==> config.mk <==
export PLATFORM = sky130hd
export DESIGN_NAME = usb_rx_ep_ctl
export DESIGN_NICKNAME = d
export VERILOG_FILES = /design/src/rtl/usb_rxc_pkg.sv /design/src/rtl/usb_rxc_attempts.sv /design/src/rtl/usb_rxc_nak_timer.sv /design/src/rtl/usb_rx_ep_ctl.sv
export SDC_FILE = /design/constraint.sdc
export NUM_CORES = 1
export LEC_CHECK = 0
export ABC_AREA = 1
export BUFFER_PORTS_ARGS = -buffer_cell sky130_fd_sc_hd__buf_2
export CAP_MARGIN = 5
export CELL_PAD_IN_SITES_DETAIL_PLACEMENT = 0
export CELL_PAD_IN_SITES_GLOBAL_PLACEMENT = 2
export CORE_ASPECT_RATIO = 1.75
export CORE_MARGIN = 8
export CORE_UTILIZATION = 26
export CTS_CLUSTER_DIAMETER = 80
export DETAILED_ROUTE_END_ITERATION = 8
export GPL_ROUTABILITY_DRIVEN = 0
export PLACE_DENSITY = 0.75
export SYNTH_ARGS = -nofsm -noshare
export SYNTH_HDL_FRONTEND = slang
export SYNTH_SLANG_ARGS = --single-unit
export TNS_END_PERCENT = 50
==> constraint.sdc <==
create_clock -name clk -period 2.03 [get_ports clk]
set_input_delay 0.1015 -clock clk [delete_from_list [all_inputs] [get_ports clk]]
set_output_delay 0.1015 -clock clk [all_outputs]
set_load 0.01 [all_outputs]
==> src/rtl/usb_rxc_pkg.sv <==
// Shared types and bit positions for the receive endpoint control block.
// Assumes: the transfer-type code is driven as a two-bit value by the caller.
package usb_rxc_pkg;
    typedef enum logic [1:0] {
        XFER_BULK = 2'd0,
        XFER_INTR = 2'd1,
        XFER_ISO  = 2'd2
    } xfer_e;

    localparam int B_DTCLR  = 7;
    localparam int B_STALL  = 6;
    localparam int B_REQ    = 5;
    localparam int B_FLUSH  = 4;
    localparam int B_AUX    = 3;
    localparam int B_ERR    = 2;
    localparam int B_FULL   = 1;
    localparam int B_RDY    = 0;
endpackage

==> src/rtl/usb_rxc_attempts.sv <==
// Counts consecutive failed receive attempts and flags the one that reaches TRIES.
// Assumes: miss is a single-cycle event; clear has priority over counting.
module usb_rxc_attempts #(
    parameter int TRIES = 3
) (
    input  logic clk,
    input  logic rst_n,
    input  logic enable,
    input  logic clear,
    input  logic miss,
    output logic hit
);
    localparam int CW = $clog2(TRIES + 1);
    localparam logic [CW-1:0] LAST = CW'(TRIES - 1);

    logic [CW-1:0] cnt_q;

    // Flag the miss that completes the run.
    assign hit = enable && miss && (cnt_q == LAST);

    // Advance the count on each miss, restart on clear, hit or disable.
    always_ff @(posedge clk) begin
        if (!rst_n) begin
            cnt_q <= '0;
        end else if (!enable || clear || hit) begin
            cnt_q <= '0;
        end else if (miss) begin
            cnt_q <= cnt_q + 1'b1;
        end
    end
endmodule

==> src/rtl/usb_rxc_nak_timer.sv <==
// Measures a run of NAKs in frames and flags when it reaches the limit.
// Assumes: start and tick do not coincide; a limit of zero disables the timer.
module usb_rxc_nak_timer #(
    parameter int NAK_W = 8
) (
    input  logic             clk,
    input  logic             rst_n,
    input  logic             enable,
    input  logic             start,
    input  logic             clear,
    input  logic             tick,
    input  logic [NAK_W-1:0] limit,
    output logic             timeout
);
    logic             active_q;
    logic [NAK_W-1:0] cnt_q;
    logic [NAK_W-1:0] cnt_nx;

    // Next frame count of the current run.
    assign cnt_nx  = cnt_q + 1'b1;
    assign timeout = enable && active_q && tick && (limit != '0) && (cnt_nx == limit);

    // Track whether a NAK run is open and how many frames it has lasted.
    always_ff @(posedge clk) begin
        if (!rst_n) begin
            active_q <= 1'b0;
            cnt_q    <= '0;
        end else if (!enable || clear || timeout) begin
            active_q <= 1'b0;
            cnt_q    <= '0;
        end else begin
            if (start) active_q <= 1'b1;
            if (active_q && tick) cnt_q <= cnt_nx;
        end
    end
endmodule

==> src/rtl/usb_rx_ep_ctl.sv <==
// Control and status byte for one host receive endpoint.
// Holds the status flags, drives the IN request, the toggle-clear pulse and the
// endpoint interrupt. Assumes one bus outcome per cycle from the transaction engine.
module usb_rx_ep_ctl
    import usb_rxc_pkg::*;
#(
    parameter int NAK_W = 8,
    parameter int TRIES = 3
) (
    input  logic             clk,
    input  logic             rst_n,
    input  logic             reg_wr,
    input  logic [7:0]       reg_wdata,
    output logic [7:0]       reg_rdata,
    input  logic             ev_pkt_rx,
    input  logic             ev_pkt_err,
    input  logic             ev_stall_rx,
    input  logic             ev_nak_rx,
    input  logic             ev_no_data,
    input  logic             frame_tick,
    input  logic [1:0]       xfer_type,
    input  logic [NAK_W-1:0] nak_limit,
    input  logic             fifo_full,
    output logic             in_req,
    output logic             dt_clr_pulse,
    output logic             ep_irq
);
    xfer_e xt;
    logic  is_iso, is_bulk;
    logic  stalled_q, req_q, aux_q, err_q, rdy_q, dt_q, irq_q;
    logic  rdy_clr, err_clr, halted, fail_hit, nak_to;

    // Decode the transfer type.
    assign xt      = xfer_e'(xfer_type);
    assign is_iso  = (xt == XFER_ISO);
    assign is_bulk = (xt == XFER_BULK);

    // Software-side clear strobes.
    assign rdy_clr = reg_wr && (!reg_wdata[B_RDY] || reg_wdata[B_FLUSH]);
    assign err_clr = reg_wr && !reg_wdata[B_ERR];
    assign halted  = is_bulk && aux_q;

    usb_rxc_attempts #(.TRIES(TRIES)) u_attempts (
        .clk    (clk),
        .rst_n  (rst_n),
        .enable (!is_iso),
        .clear  (ev_pkt_rx || err_clr),
        .miss   (ev_no_data),
        .hit    (fail_hit)
    );

    usb_rxc_nak_timer #(.NAK_W(NAK_W)) u_nak_timer (
        .clk     (clk),
        .rst_n   (rst_n),
        .enable  (is_bulk),
        .start   (ev_nak_rx),
        .clear   (ev_pkt_rx || ev_stall_rx || halted),
        .tick    (frame_tick),
        .limit   (nak_limit),
        .timeout (nak_to)
    );

    // Status and control flags; hardware set events win over software clears.
    always_ff @(posedge clk) begin
        if (!rst_n) begin
            stalled_q <= 1'b0;
            req_q     <= 1'b0;
            aux_q     <= 1'b0;
            err_q     <= 1'b0;
            rdy_q     <= 1'b0;
        end else begin
            if (ev_stall_rx)                        stalled_q <= 1'b1;
            else if (reg_wr && !reg_wdata[B_STALL]) stalled_q <= 1'b0;

            if (ev_pkt_rx)   req_q <= 1'b0;
            else if (reg_wr) req_q <= reg_wdata[B_REQ];

            if (fail_hit)     err_q <= 1'b1;
            else if (err_clr) err_q <= 1'b0;

            if (ev_pkt_rx)    rdy_q <= 1'b1;
            else if (rdy_clr) rdy_q <= 1'b0;

            unique case (xt)
                XFER_ISO: begin
                    if (ev_pkt_rx)    aux_q <= ev_pkt_err;
                    else if (rdy_clr) aux_q <= 1'b0;
                end
                XFER_BULK: begin
                    if (nak_to)                           aux_q <= 1'b1;
                    else if (reg_wr && !reg_wdata[B_AUX]) aux_q <= 1'b0;
                end
                default: aux_q <= 1'b0;
            endcase
        end
    end

    // One-cycle pulses for the toggle clear and the endpoint interrupt.
    always_ff @(posedge clk) begin
        if (!rst_n) begin
            dt_q  <= 1'b0;
            irq_q <= 1'b0;
        end else begin
            dt_q  <= reg_wr && reg_wdata[B_DTCLR];
            irq_q <= ev_pkt_rx || ev_stall_rx || fail_hit;
        end
    end

    // Assemble the read byte and the outputs.
    always_comb begin
        reg_rdata          = '0;
        reg_rdata[B_STALL] = stalled_q;
        reg_rdata[B_REQ]   = req_q;
        reg_rdata[B_AUX]   = aux_q;
        reg_rdata[B_ERR]   = err_q && !is_iso;
        reg_rdata[B_FULL]  = fifo_full;
        reg_rdata[B_RDY]   = rdy_q;
    end

    assign in_req       = req_q && !halted;
    assign dt_clr_pulse = dt_q;
    assign ep_irq       = irq_q;
endmodule

==> flow_summary.toml <==
[critical_path]
critical_path_arrival_ns = 1.97
reg2reg_depth = 9
critPathMaxStageDelay_ns = 0.41
critPathMaxFanout = 9
r2r_start = "u_nak_timer.cnt_q[0]"
crit_required_ns = 2.20
end_kind = "flop"
reg2reg_to = "u_nak_timer.cnt_q[5]"
critPathLaunchType = "flop"
path_class = "flop to flop"
ff2ff_setup_slack_ns = 0.23
critPathSlowestCell = "dfxtp_1"
cp_cell_sequence = "ha_1, nand3_2, o21ai_1, nand2_1, nor2_1, nor2_1, nand3_2, nand3_4, a211oi_2"

[detailed_routing]
vias = 1207
top_layer_used = "met4"
via_per_inst = 4.49
wl_met1_mm = 1.29
wl_per_cell_um = 12.0
drt_iter0_drc = 27
firstDrtPassIters = 3
wl_mm = 3.22
dr_wl_met2_mm = 1.74
ant_nets = 0
drc_errors = 0
wl_met3_um = 174

[global_routing]
grt_max_degree = 14
antenna_found_initial = 0
grt_pass1_wl_mm = 5.62
grt_overflow = 0
grt_pass1_vias = 1357
track_usage_pct = 9.70

[synthesis]
yosysSeqAreaShare_pct = 29.4
syn_inst = 186
synth_area_sq_um = 1230
synthFlopType = "dfxtp_1"
synth.distinct_cells = 29
yosys_warnings = 0
yosys.area.top_type = "dfxtp_1"
avgSynthCellArea_sq_um = 6.59
ys_ff_latch = 18
synth-edff-count = 0
synth-async-reset-ratio_pct = 0
synth_top_area_share_pct = 29.4
synth_area_leaders = "dfxtp_1, nand2_1, inv_1"

[clock_network]
clkLatencyLatePin_ns = 0.25
cts_setup_buffers = 0
cts.sinks = 18
root_buffer = "clkbuf_8"
cts_resized = 0
clock_path_buffers = 2
cts_inserted_buffers = 3
clk_pin_slew_worst_paths_ns = 0.07
hold_buffers = 0
cts_tree = "yes"
h-tree-depth = 1

[floorplan]
die_w_um = 67.9
num_rows = 33
io_pins = 39
core-area_sq_um = 4620
die_area_sq_um = 7260
initial_utilization_pct = 26.5
die_y_um = 107

[timing]
setup_tns_ns = 0
min_period_ns = 1.80
setup_ws_ns = 0.231
report.final.slew_viol_count = 0
setup_viol = 0
rsz0062_at_grt = "no"
max_freq_mhz = 556
hold_viol_final = 0
hold_ws_ns = 0.0685
period_share_pct = 88.6
worst_clock_skew_ns = 0.00266

[pwr]
p_leak_nw = 0.693
powerDensity_nw_per_um2 = 484
finalPower_mw = 0.706
vdd_ir_drop_max_v = 0.000283

[hold_path]
min_path_type = "input pin to flop"
min_path_cells = 3
min_to = "dt_clr_pulse"
hold_path_startpoint = "reg_wdata[7]"

[place]
dpl.hpwl_mm = 2.78
dp_slack_ns = 0.202
port_buffers = 33

[job]
maxCapViolCount = 0

[finish]
n_antenna_cell = 0
area_delta_synth_final_pct = 18.8
nets = 249
drive_gt1_share_pct = 25.3

[outcome]
status = "complete, no violations"
==> critical path, delay by kind of cell, from the launching register on <==
family                     cells  cell delay [ns]
adders and majority gates      1             0.26
DFF                            1             0.41
AOI/OAI and AO/OA              2             0.36
and+or+nand+nor                6             0.67
==> registers in the layout (all words and copies together), names as in the netlist <==
name / flops
u_attempts.cnt_q: 2
u_nak_timer.active_q: 1
dt_clr_pulse: 1
req_q: 1
ep_irq: 1
aux_q: 1
rdy_q: 1
u_nak_timer.cnt_q: 8
stalled_q: 1
err_q: 1
==> cells in the final DEF, fill, tap and decap left out, types with 2 or more instances in the layout <==
cell type | Yosys | routed
nand4_1 | 3 | 3
inv_1 | 30 | 30
o21ai_0 | 2 | 2
buf_2 | 0 | 33
a21oi_1 | 13 | 13
conb_1 | 1 | 2
ha_1 | 2 | 2
nor2_1 | 21 | 21
nand3_2 | 2 | 2
nand3_1 | 17 | 17
a211oi_2 | 6 | 6
buf_4 | 7 | 3
or2_2 | 2 | 2
clkbuf_8 | 0 | 3
nand2_1 | 46 | 46
dfxtp_1 | 18 | 18
nor2_4 | 2 | 2
==> where the power goes <==
group | total (mW) | internal, mW | switching (mW)
logic | 0.0933 | 0.0404 | 0.0529
clock network | 0.247 | 0.132 | 0.116
registers | 0.365 | 0.361 | 0.00394
total | 0.706 | 0.533 | 0.173
==> logic make-up after synthesis <==
logic type | synth area share, %
buf+inv | 14.7
fa+ha+maj | 2.04
compound gates | 14.5
xor+xnor | 0.714
flops | 29.4
other cells | 0.306
simple gates | 38.4
==> cell usage after synthesis, types with 2 or more instances <==
cell type  count
nor2_1        21
ha_1           2
nor2_4         2
a21oi_1       13
nand4_1        3
inv_1         30
nand3_2        2
o21ai_0        2
dfxtp_1       18
a211oi_2       6
or2_2          2
nand3_1       17
nand2_1       46
buf_4          7
==> how the worst max path moves through the flow <==
stage,cells past startpoint,slack (ns),start,endpoint
after floorplan,9,0.48,u_nak_timer.cnt_q[1],u_nak_timer.cnt_q[3]
after global placement,9,0.22,u_nak_timer.cnt_q[0],u_nak_timer.cnt_q[5]
after detailed placement,9,0.20,u_nak_timer.cnt_q[0],u_nak_timer.cnt_q[5]
after CTS,9,0.18,u_nak_timer.cnt_q[0],u_nak_timer.cnt_q[5]
after global routing,9,0.06,u_nak_timer.cnt_q[0],u_nak_timer.cnt_q[5]
final,9,0.23,u_nak_timer.cnt_q[0],u_nak_timer.cnt_q[5]
==> metrics by stage <==
| stage | util [%] | cell area (sq um) | std cells |
|---|---|---|---|
| after CTS | 31.5 | 1460 | 269 |
| final | 31.5 | 1460 | 269 |
| after floorplan | - | 1230 | 187 |
| after detailed placement | 30.6 | 1420 | 266 |
| after global routing | 31.5 | 1460 | 269 |
| after global placement | 30.6 | 1420 | 266 |
==> metal layers <==
| layer | up-vias | GRT usage, % |
|---|---|---|
| met5 | - | 0 |
| met4 | 0 | 3.09 |
| met3 | 2 | 2.30 |
| met2 | 27 | 18.2 |
| met1 | 530 | 9.86 |
| li1 | 648 | - |
==> area by class of cell <==
cell class | instances | area (sq um)
Multi-Input combinational cell | 130 | 689
Timing Repair Buffer | 36 | 188
Clock buffer | 3 | 41.3
Sequential cell | 18 | 360
Tap cell | 52 | 65.1
Fill cell | 545 | 3170
Inverter | 30 | 113
Power figures use the tool's default switching activity.
